File: src/rtl/adc_word_fmt_pkg.sv
package adc_word_fmt_pkg;
  localparam int WORD_W     = 24;
  localparam int RES20_W    = 20;
  localparam int RES16_W    = 16;
  localparam int FLAG_W     = 4;
  localparam int BIT_OF     = 2;
  localparam int BIT_OD     = 1;

  typedef enum logic {
    MODE_20 = 1'b0,
    MODE_16 = 1'b1
  } res_mode_e;

  typedef struct packed {
    logic over;
    logic unstable;
  } flags_t;
endpackage

File: src/rtl/adc_word_sat.sv
module adc_word_sat
  import adc_word_fmt_pkg::*;
#(
  parameter int IN_W = 24
) (
  input  logic signed [IN_W-1:0]    value,
  input  res_mode_e                 mode,
  output logic [RES20_W-1:0]        code_lj,
  output logic                      range_err
);
  localparam logic signed [IN_W-1:0] HI20 = {{(IN_W-RES20_W+1){1'b0}}, {(RES20_W-1){1'b1}}};
  localparam logic signed [IN_W-1:0] LO20 = ~HI20;
  localparam logic signed [IN_W-1:0] HI16 = {{(IN_W-RES16_W+1){1'b0}}, {(RES16_W-1){1'b1}}};
  localparam logic signed [IN_W-1:0] LO16 = ~HI16;
  localparam int PAD16 = RES20_W - RES16_W;

  logic signed [IN_W-1:0] hi_lim, lo_lim, clamped;
  logic above, below;

  always_comb begin
    hi_lim = (mode == MODE_16) ? HI16 : HI20;
    lo_lim = (mode == MODE_16) ? LO16 : LO20;
    above  = value > hi_lim;
    below  = value < lo_lim;
    if (above)      clamped = hi_lim;
    else if (below) clamped = lo_lim;
    else            clamped = value;
    range_err = above | below;
    if (mode == MODE_16) code_lj = {clamped[RES16_W-1:0], {PAD16{1'b0}}};
    else                 code_lj = clamped[RES20_W-1:0];
  end
endmodule

File: src/rtl/adc_word_od_track.sv
module adc_word_od_track #(
  parameter int HOLD_WORDS = 4
) (
  input  logic clk,
  input  logic rst,
  input  logic take,
  input  logic unstable,
  output logic od_now
);
  localparam int CNT_W = $clog2(HOLD_WORDS + 1);
  localparam logic [CNT_W-1:0] HOLD_LD = CNT_W'(HOLD_WORDS);

  logic [CNT_W-1:0] cnt;

  assign od_now = unstable | (cnt != '0);

  always_ff @(posedge clk) begin
    if (rst)                        cnt <= '0;
    else if (take && unstable)      cnt <= HOLD_LD;
    else if (take && cnt != '0)     cnt <= cnt - 1'b1;
  end

  assert_cnt_bound_R7: assert property (@(posedge clk) disable iff (rst)
    cnt <= HOLD_LD);

  assert_idle_keeps_R6: assert property (@(posedge clk) disable iff (rst)
    !take |=> $stable(cnt));
endmodule

File: src/rtl/adc_word_pack.sv
module adc_word_pack
  import adc_word_fmt_pkg::*;
(
  input  logic [RES20_W-1:0] code_lj,
  input  flags_t             flags,
  output logic [WORD_W-1:0]  word
);
  always_comb begin
    word = '0;
    word[WORD_W-1 -: RES20_W] = code_lj;
    word[BIT_OF] = flags.over;
    word[BIT_OD] = flags.unstable;
  end
endmodule

File: src/rtl/adc_word_fmt.sv
module adc_word_fmt
  import adc_word_fmt_pkg::*;
#(
  parameter int IN_W       = 24,
  parameter int HOLD_WORDS = 4
) (
  input  logic                   clk,
  input  logic                   rst,
  input  logic                   in_mode,
  input  logic                   in_valid,
  output logic                   in_ready,
  input  logic [IN_W-1:0]        in_value,
  input  logic                   in_ovr,
  input  logic                   in_unstable,
  output logic                   out_valid,
  input  logic                   out_ready,
  output logic [WORD_W-1:0]      out_word
);
  logic              take;
  logic [RES20_W-1:0] code_lj;
  logic              range_err;
  logic              od_now;
  flags_t            flags;
  logic [WORD_W-1:0] packed_word;
  res_mode_e         mode;

  assign mode     = res_mode_e'(in_mode);
  assign in_ready = !out_valid || out_ready;
  assign take     = in_valid && in_ready;

  adc_word_sat #(.IN_W(IN_W)) u_sat (
    .value     ($signed(in_value)),
    .mode      (mode),
    .code_lj   (code_lj),
    .range_err (range_err)
  );

  adc_word_od_track #(.HOLD_WORDS(HOLD_WORDS)) u_od (
    .clk      (clk),
    .rst      (rst),
    .take     (take),
    .unstable (in_unstable),
    .od_now   (od_now)
  );

  always_comb begin
    flags.over     = range_err | in_ovr;
    flags.unstable = od_now;
  end

  adc_word_pack u_pack (
    .code_lj (code_lj),
    .flags   (flags),
    .word    (packed_word)
  );

  always_ff @(posedge clk) begin
    if (rst) begin
      out_valid <= 1'b0;
      out_word  <= '0;
    end else if (take) begin
      out_valid <= 1'b1;
      out_word  <= packed_word;
    end else if (out_ready) begin
      out_valid <= 1'b0;
    end
  end

  assert_stall_hold_R9: assert property (@(posedge clk) disable iff (rst)
    out_valid && !out_ready |=> out_valid && $stable(out_word));

  assert_valid_after_take_R9: assert property (@(posedge clk) disable iff (rst)
    take |=> out_valid);

  assert_unstable_flag_R6: assert property (@(posedge clk) disable iff (rst)
    take && in_unstable |=> out_word[BIT_OD]);

  assert_ovr_flag_R5: assert property (@(posedge clk) disable iff (rst)
    take && in_ovr |=> out_word[BIT_OF]);

  assert_pos_clamp_R3: assert property (@(posedge clk) disable iff (rst)
    take && !in_mode && !in_value[IN_W-1] && (|in_value[IN_W-2:RES20_W-1])
      |=> out_word[WORD_W-1 -: RES20_W] == 20'h7FFFF);

  assert_pos_clamp_R4: assert property (@(posedge clk) disable iff (rst)
    take && in_mode && !in_value[IN_W-1] && (|in_value[IN_W-2:RES16_W-1])
      |=> out_word[WORD_W-1 -: RES20_W] == 20'h7FFF0);

  assert_nibble_zero_R1: assert property (@(posedge clk) disable iff (rst)
    out_valid |-> !out_word[3] && !out_word[0]);
endmodule

File: config.mk
export PLATFORM = sky130hd
export DESIGN_NAME = adc_word_fmt
export DESIGN_NICKNAME = d
export VERILOG_FILES = /design/src/rtl/adc_word_fmt_pkg.sv /design/src/rtl/adc_word_sat.sv /design/src/rtl/adc_word_od_track.sv /design/src/rtl/adc_word_pack.sv /design/src/rtl/adc_word_fmt.sv
export SDC_FILE = /design/constraint.sdc
export NUM_CORES = 1
export LEC_CHECK = 0
export BUFFER_PORTS_ARGS = -buffer_cell sky130_fd_sc_hd__buf_2
export CORE_MARGIN = 2
export CORE_UTILIZATION = 40
export CTS_CLUSTER_DIAMETER = 30
export CTS_CLUSTER_SIZE = 12
export DETAILED_ROUTE_END_ITERATION = 8
export GPL_TIMING_DRIVEN = 0
export PLACE_DENSITY_LB_ADDON = 0.15
export SYNTH_ARGS = -nofsm -noshare
export SYNTH_HDL_FRONTEND = slang
export SYNTH_SLANG_ARGS = --single-unit
File: constraint.sdc
create_clock -name clk -period 3.5 [get_ports clk]
set_clock_uncertainty 0.15 [all_clocks]
set_input_delay 0.7 -clock clk [delete_from_list [all_inputs] [get_ports clk]]
set_output_delay 0.7 -clock clk [all_outputs]
set_load 0.02 [all_outputs]
* Yosys cells after proc, flatten, opt, wreduce, memory -nomap -nowiden
Index checks and enable logic that the tools add are counted.
** Storage, ports and cells
- Bits in registers :: 26
- Output and inout port bits :: 26
- Logic and storage cells :: 28
** Cells by class
- Add/sub/neg operators :: 1
- Magnitude comparators :: 2
- Muxes and demuxes :: 9
- Bitwise logic cells :: 3
- Reductions and logical operators :: 9
** Operators by type and width (count)
- 20-bit two-way mux :: 3
- 19-bit two-way mux :: 2
- 24-bit by 20-bit > comparator with 1-bit output :: 1
- 24-bit by 20-bit < comparator with 1-bit output :: 1
- 3-bit two-way mux :: 2
- 2-bit nonzero test :: 2
- 1-bit logical AND :: 3
- 1-bit bitwise OR :: 3
- 3-bit nonzero test :: 1
- 3-bit by 1-bit subtractor with 3-bit output, second input constant :: 1
- 1-bit two-way mux :: 2
- 2-bit OR reduction :: 1
- 1-bit logical NOT :: 1
- 1-bit logical OR :: 1

* Logic depth before layout (Yosys ltp)
Gate-level depths: netlist of run 1.
- Depth after elaboration :: 6
- Depth in mapped cells :: 9
- Depth with buffers taken out :: 7

* By module
Synthesis of run 1 repeated with hierarchy kept, for this count alone.
** Second synthesis, totals
- Cells, all modules :: 245
- Area, all modules :: 2139.6 um2
** Modules (own cells, without submodules)
- adc_word_fmt :: times used 1, cells an instance 117, area each 1198.6 um2, sequential area each 500.5 um2
- adc_word_sat :: times used 1, cells an instance 81, area each 583.1 um2, sequential area each 0.0 um2
- adc_word_pack :: times used 1, cells an instance 25, area each 183.9 um2, sequential area each 0.0 um2
- adc_word_od_track :: times used 1, cells an instance 22, area each 173.9 um2, sequential area each 60.1 um2

* Worst setup path before layout of run 1
No wires, ideal clock.
- Path kind :: in2reg
- Start :: input port in_mode
- End :: register out_word[12]
- Setup time :: 122 ps
- Arrival time :: 2725 ps
- Slack :: 504 ps
- Stages on the path :: 8
- Path through :: clkbuf_1 > inv_1 > ha_1 > or4b_2 > nor3_4 > nor4_2 > buf_6 > a221o_1
** Between the ends
- Word-level cells in the longest chain between the ends :: 5
- Elaborated cells between the ends (all ways) :: 7
- Those cells by class :: order compare: 2; mux: 5
** Ends and longest elaborated chain
- from (decl) :: RTL line adc_word_fmt.sv:9 : input logic in_mode,
- 19-bit two-way mux :: RTL line adc_word_sat.sv:22 : lo_lim = (mode == MODE_16) ? LO16 : LO20;
- 24-bit by 20-bit < comparator with 1-bit output :: RTL line adc_word_sat.sv:24 : below = value < lo_lim;
- 20-bit two-way mux :: RTL line adc_word_sat.sv:26 : else if (below) clamped = lo_lim;
- 20-bit two-way mux :: RTL line adc_word_sat.sv:25 : if (above) clamped = hi_lim;
- 20-bit two-way mux * :: RTL line adc_word_sat.sv:29 : if (mode == MODE_16) code_lj = {clamped[RES16_W-1:0], {PAD16{1'b0}}};
- to (signal assigned) :: RTL line adc_word_fmt.sv:63 : out_word <= packed_word;
- to (decl) :: RTL line adc_word_fmt.sv:17 : output logic [WORD_W-1:0] out_word
Every way passes the cells marked *; elsewhere a longest branch is shown, timed or not.
A chain may end at the register's enable or synchronous reset.

* Worst setup path in the final report of run 1
Ends and elaborated chain as after synthesis.

==> impl_metrics.csv, run 1 <==
group,metric,value,unit
status,status,"complete, no violations",
timing,finalHoldViolations,0,
layout,diodes,0,
timing,fmax,308,MHz
yosys,synthDistinctLibCells,38,
layout,drive_above_1_share,0.364,
route,avgRoutedWirePerCell,15.1,um
yosys,synth_simple_gate_area_share,0.172,
floorplanning,die_y,64.7,um
critical_path,crit_slowest_cell,"or4_4",
critical_path,crit_fanout,10,
cts,cts_buffers,3,
timing,worst_slew_pin_slew,0.632,ns
grt,grtUsageTotal,0.201,
critical_path,reg2reg_depth,7,
route,first_pass_iters,4,
yosys,synth_fa_ha_area_frac,0.0848,
yosys,yosys_warnings,0,
grt,grt_overflow,0,
yosys,synth_area,0.00148,mm2
route,postRouteAntennaNets,0,
critical_path,critPathBufInv,4,
grt,antenna_found_initial,0,
critical_path,worstPathRequired,3.50,ns
critical_path,rrSetupSlack,1.26,ns
route,drc,0,
floorplanning,die_x,64.7,um
yosys,yosysSeqAreaShare,0.353,
yosys,synthesis.instances,158,
timing,fin_crit,3.25,ns
grt,grt_max_degree,16,
critical_path,crit_end,"out_word[12]$_SDFFE_PP0P_",
yosys,yosysMostFrequentCell,"dfxtp_1",
yosys,synth_edf_count,0,
job,drv_cap,0,
timing,rsz0062_at_grt,"no",
critical_path,regToRegEndpoint,"out_word[11]$_SDFFE_PP0P_",
critical_path,critPathArrivalTime,3.25,ns
floorplanning,die_area,0.00419,mm2
cts,clk_pin_slew,0.09,ns
yosys,synth_mux_area_frac,0.0908,
timing,relSlewSlack,0.576,
critical_path,crit_chain,"buf_2 > clkbuf_1 > inv_1 > ha_1 > nand4b_1 > or4_4 > nor3_4 > nor4_2 > buf_6 > a221o_1",
floorplanning,initial_core_util,0.409,
route,met3WireLength,246,um
critical_path,path_depth,10,
yosys,ys_ff_latch,26,
place,dp_hpwl,3160,um
yosys,ys_top_cells_by_count,"dfxtp_1 (26), a21oi_1 (14), a221o_1 (12)",
cts,cts_setup_buffers,0,
critical_path,crit_path_max_incr_delay,0.54,ns
cts,cts_hold_buffers,0,
yosys,synth-compound-area-share,0.237,
route,drt_iter0_drc,73,
yosys,synth.area.top_cells,"dfxtp_1 (35%), ha_1 (8.5%), mux2_2 (8.4%), a221o_1 (8.1%), a21oi_1 (4.7%)",
critical_path,cp_top_family,"simple AND/OR/NAND/NOR gates",
floorplanning,rows,22,
route,route.layer.met1.wl,1820,um
critical_path,critPathLaunchType,"input pin",
floorplanning,io_pins,57,
critical_path,rr_startpoint,"out_valid$_SDFFE_PP0P_",
route,vias_per_cell,5.55,
timing,worst_slack,0.254,ns
cts,cts_tree,"done",
yosys,synth-async-reset-ratio,0,
timing,final.setup.tns,0,ns
critical_path,critPathKind,"input pin to flop",
critical_path,cp-end-kind,"flop",
route,highest_layer,"met4",
yosys,synthFlopType,"dfxtp_1",
cts,cts_root_buffer,"clkbuf_8",
power_and_ir_drop,power,761,uW
critical_path,critPathLaunch,"in_mode",
place,port_buffers,54,
worst_hold_path,hp-class,"flop to flop",
grt,grt_pass1_wl,6590,um
power_and_ir_drop,p_per_area,403,mW/mm2
power_and_ir_drop,cellLeakagePower,0.000868,uW
timing,fin_crit_sh,0.927,
grt,grt_pass1_vias,1438,
route,wl_met2,1910,um
yosys,yosys.area.top_type_share,0.353,
cts,insertion_delay,0.27,ns
cts,cts-resized-gates,0,
power_and_ir_drop,irDropWorstVdd,0.184,mV
yosys,yosys.area.top_type,"dfxtp_1",
yosys,syn_area_per_cell,9.34,um2
place,gp_congestion,0.775,
yosys,synth_top_family_by_area,"compound AO/OA/AOI/OAI gates",
timing,drv_slew,0,
yosys,synthXorXnorAreaFrac,0,
cts,ctsLongestPathBuffers,2,
layout,syn_to_final_growth,27.8,%
route,via_count,1470,
layout,final_nets,259,
place,pre_cts_ws,-0.0239,ns
route,finalWirelength,4010,um
cts,htreeDepth,1,
cts,clkSinkCount,26,
timing,setup_viol,0,
floorplanning,core-area,0.00361,mm2
-- how the worst min path moves through the flow --
stage / end / from / cells past startpoint / slack [ns]
after detailed placement: out_word[1]$_SDFFE_PP0P_ / out_word[1]$_SDFFE_PP0P_ / 2 / 0.30
after floorplan: u_od.cnt[1]$_SDFFE_PP0P_ / u_od.cnt[1]$_SDFFE_PP0P_ / 2 / 0.31
after global routing: out_word[1]$_SDFFE_PP0P_ / out_word[1]$_SDFFE_PP0P_ / 2 / 0.36
after CTS: out_word[1]$_SDFFE_PP0P_ / out_word[1]$_SDFFE_PP0P_ / 2 / 0.31
after global placement: out_word[1]$_SDFFE_PP0P_ / out_word[1]$_SDFFE_PP0P_ / 2 / 0.29
final: out_word[1]$_SDFFE_PP0P_ / out_word[1]$_SDFFE_PP0P_ / 2 / 0.31
-- cell usage in the layout, fill, tap and decap left out, types with 2 or more instances in the layout --
master / count
nand2_1: 9
nor2_1: 11
a221o_1: 12
nand3_1: 2
ha_1: 10
nor2b_1: 2
buf_4: 2
a211oi_1: 3
inv_1: 8
a21oi_1: 14
nand2b_1: 3
dfxtp_1: 26
nor4_1: 2
buf_2: 55
mux2_2: 11
or4_4: 2
and2_1: 3
a221oi_1: 7
o21ai_0: 2
clkbuf_8: 3
clkbuf_1: 7
nand4_1: 3
conb_1: 2
-- cell type report --
type	instances	area [um2]
Sequential cell	26	520
Multi-Input combinational cell	114	876
Clock buffer	3	41.3
Inverter	8	30.0
Tap cell	48	60.1
Fill cell	368	1720
Clock inverter	1	30.0
Buffer	11	57.6
Timing Repair Buffer	54	270
-- logic make-up (layout without fill, tap and decap cells) --
group           count (synthesis)  in the layout
compound gates                 46             46
simple gates                   44             44
buf+inv                        19             77
fa+ha+maj                      10             10
mux                            12             12
flops                          26             26
other cells                     1              2
-- sequential cells by signal, summed over array words and instances, names as in the netlist --
name	cells
out_valid	1
out_word	22
u_od.cnt	3
-- per-layer routing --
layer | track usage | vias to the layer above
met3 | 0.0330 | 4
met4 | 0.0612 | 0
met1 | 0.261 | 698
li1 | - | 715
met2 | 0.339 | 53
met5 | 0 | -
-- metrics by stage --
step	std cells	cell area (um2)	util	hold slack [ns]
2_1_floorplan	159	1480	-	0.307
3_3_place_gp	261	1810	0.502	0.292
3_5_place_dp	261	1810	0.502	0.298
4_1_cts	265	1880	0.522	0.314
5_1_grt	265	1890	0.523	0.355
6_report	265	1890	0.523	0.314
-- report_power, final --
| group | internal (uW) | switching [uW] |
|---|---|---|
| registers | 318 | 13.0 |
| clock network | 153 | 93.6 |
| logic | 75.2 | 108 |
-- tightest hold or removal path: cells and delay by family (launching register included) --
family             cells  cell delay, ns
and+or+nand+nor        1            0.05
AOI/OAI and AO/OA      1            0.05
DFF                    1            0.32
(Power assumes the default switching activity.)
==> inputs of run 2 (changes only) <==
--- a/config.mk
+++ b/config.mk
@@ -5,13 +5,14 @@
 export SDC_FILE = /design/constraint.sdc
 export NUM_CORES = 1
 export LEC_CHECK = 0
+export ABC_AREA = 1
 export BUFFER_PORTS_ARGS = -buffer_cell sky130_fd_sc_hd__buf_2
+export CAP_MARGIN = 20
 export CORE_MARGIN = 2
 export CORE_UTILIZATION = 40
 export CTS_CLUSTER_DIAMETER = 30
 export CTS_CLUSTER_SIZE = 12
 export DETAILED_ROUTE_END_ITERATION = 8
-export GPL_TIMING_DRIVEN = 0
 export PLACE_DENSITY_LB_ADDON = 0.15
 export SYNTH_ARGS = -nofsm -noshare
 export SYNTH_HDL_FRONTEND = slang
==> impl_metrics.csv, run 2 <==
group,metric,value,unit
grt,antenna_found_initial,0,
floorplanning,die_area,0.00460,mm2
layout,regMostFlops,"out_word",
critical_path,critPathKind,"input pin to flop",
status,status,"complete, no violations",
route,vias_per_cell,4.86,
layout,final_nets,333,
timing,final.setup.tns,0,ns
route,postRouteAntennaNets,0,
yosys,yosys.area.top_type_share,0.319,
route,drt_iter0_drc,111,
timing,finalHoldViolations,0,
cts,cts_tree,"done",
cts,cts_root_buffer,"clkbuf_8",
yosys,yosysMostFrequentCell,"nand2_1",
grt,grt_max_degree,36,
route,first_pass_iters,4,
layout,largest_reg_flops,22,
floorplanning,die_x,67.8,um
yosys,synth.area.top_cells,"dfxtp_1 (32%), nand2_1 (15%), nand3_1 (13%), a21oi_1 (8.0%), ha_1 (7.7%)",
route,finalWirelength,3990,um
place,port_buffers,54,
yosys,synthDistinctLibCells,28,
critical_path,worstPathRequired,3.50,ns
layout,diodes,0,
cts,insertion_delay,0.27,ns
floorplanning,io_pins,57,
power_and_ir_drop,clock_power_share,0.332,
layout,drive_above_1_share,0.258,
power_and_ir_drop,p_per_area,390,mW/mm2
critical_path,critPathArrivalTime,2.38,ns
power_and_ir_drop,power,771,uW
cts,ctsLongestPathBuffers,2,
job,drv_cap,0,
route,avgRoutedWirePerCell,11.7,um
place,gp_congestion,0.810,
timing,fin_crit,2.37,ns
yosys,syn_area_per_cell,6.74,um2
yosys,ys_top_cells_by_count,"nand2_1 (64), nand3_1 (43), inv_1 (27)",
timing,setup_viol,0,
cts,cts_buffers,3,
floorplanning,initial_core_util,0.411,
grt,grtUsageTotal,0.186,
yosys,synth_area,0.00163,mm2
power_and_ir_drop,switchingPower,233,uW
power_and_ir_drop,p_int,538,uW
power_and_ir_drop,cellLeakagePower,0.000992,uW
route,drc,0,
cts,clkSinkCount,26,
yosys,synthFlopType,"dfxtp_1",
timing,drv_slew,0,
critical_path,cp-end-kind,"flop",
layout,reg_top3,"out_word x22, u_od.cnt x3, out_valid x1",
timing,fmax,421,MHz
yosys,yosys_warnings,0,
power_and_ir_drop,p_sw_frac,0.302,
floorplanning,rows,23,
cts,cts_hold_buffers,0,
cts,cts_setup_buffers,0,
layout,syn_to_final_growth,21.3,%
grt,grt_overflow,0,
layout,ff_latch_area,520,um2
yosys,synth_edf_count,0,
route,via_count,1658,
timing,rsz0062_at_grt,"no",
cts,cts-resized-gates,0,
layout,layout_commonest_cell,"nand2_1",
critical_path,crit_fanout,35,
place,place_area,0.00191,mm2
yosys,synth-async-reset-ratio,0,
grt,grt_pass1_wl,6560,um
cts,clk_pin_slew,0.10,ns
grt,grt_pass1_vias,1492,
layout,multi_input_area,917,um2
worst_hold_path,hp-class,"flop to flop",
floorplanning,core-area,0.00397,mm2
layout,fin_area,0.00198,mm2
place,dp_hpwl,3050,um
yosys,yosysSeqAreaShare,0.319,
critical_path,critPathLaunchType,"input pin",
yosys,synthesis.instances,242,
timing,fin_crit_sh,0.678,
power_and_ir_drop,irDropWorstVdd,0.203,mV
yosys,ys_ff_latch,26,
power_and_ir_drop,p_seq_frac,0.425,
layout,layout_common_cells,"nand2_1 (64), buf_2 (54), nand3_1 (43), inv_1 (27)",
power_and_ir_drop,pwr-share-comb,0.244,
yosys,yosys.area.top_type,"dfxtp_1",
floorplanning,die_y,67.8,um
timing,fin_hold_ws,0.317,ns
layout,filler_cell_count,423,
cts,htreeDepth,1,
-- run 2: cell types whose count changed in the layout (fill, tap and decap cells not counted), sizes merged, moves of 3 or more --
cell | previous run | this run
nand2 | 9 | 66
nand3 | 2 | 49
inv | 8 | 29
a21oi | 14 | 28
a221o | 12 | 0
mux2 | 11 | 0
a221oi | 7 | 0
clkbuf | 10 | 3
a211oi | 4 | 0
and2 | 3 | 0
nand2b | 3 | 0
nor4 | 3 | 0
-- run 2: final timing paths --
check | start | endpoint | slack, ns | cells after the start
setup reg to reg | out_valid$_SDFFE_PP0P_ | out_word[21]$_SDFFE_PP0P_ | 1.66 | 8
hold / removal | out_word[11]$_SDFFE_PP0P_ | out_word[11]$_SDFFE_PP0P_ | 0.32 | 2
setup / recovery | in_mode | out_word[15]$_SDFFE_PP0P_ | 1.13 | 13
hold reg to reg | out_word[11]$_SDFFE_PP0P_ | out_word[11]$_SDFFE_PP0P_ | 0.32 | 2
-- run 2: through the flow --
| stage | worst slack, ns | utilization | std cells |
|---|---|---|---|
| after floorplan | 0.865 | - | 243 |
| after global placement | 0.835 | 0.480 | 337 |
| after detailed placement | 0.845 | 0.480 | 337 |
| after CTS | 1.14 | 0.498 | 341 |
| after global routing | 0.861 | 0.498 | 341 |
| final | 1.13 | 0.498 | 341 |
-- run 2: cell families (layout without fill, tap and decap cells) --
| group | count (synthesis) | in the layout | share of synthesized area |
|---|---|---|---|
| simple gates | 128 | 128 | 0.366 |
| compound gates | 33 | 33 | 0.110 |
| fa+ha+maj | 10 | 10 | 0.0767 |
| flops | 26 | 26 | 0.319 |
| buf+inv | 43 | 91 | 0.120 |
| xor+xnor | 1 | 1 | 0.00537 |
| other cells | 1 | 2 | 0.00230 |
-- run 2: power groups by stage --
stage / Sequential [uW] / Combinational, uW / Clock (uW)
after global routing: 330 / 214 / 268
after detailed placement: 334 / 190 / 0
after CTS: 328 / 190 / 259
after floorplan: 356 / 111 / 0
after global placement: 334 / 188 / 0
final: 327 / 188 / 256
-- run 2: layout make-up --
type / count / share of cell area
Tap cell: 50 / 0.0316
Clock inverter: 1 / 0.0152
Timing Repair Buffer: 57 / 0.148
Inverter: 30 / 0.0570
Multi-Input combinational cell: 174 / 0.464
Sequential cell: 26 / 0.263
Clock buffer: 3 / 0.0209
-- run 2: worst max-delay path: stages --
cell and delay [ns]:
buf_2 0.09, buf_4 0.26, ha_1 0.27, inv_1 0.05, nand4_1 0.06, nor2_1 0.10
nand2_1 0.05, nand2_1 0.07, nand2_2 0.07, nand2_4 0.28, nand3_1 0.12, nand3_1 0.14
a21oi_1 0.08
-- run 2: metal layers --
layer / track usage / wire, um / vias up / part of all wire
li1: - / - / 876 / -
met1: 0.233 / 1870 / 743 / 0.47
met2: 0.328 / 1890 / 35 / 0.47
met3: 0.0329 / 192 / 4 / 0.048
met4: 0.0450 / 40 / 0 / 0.010
met5: 0 / 0 / - / 0
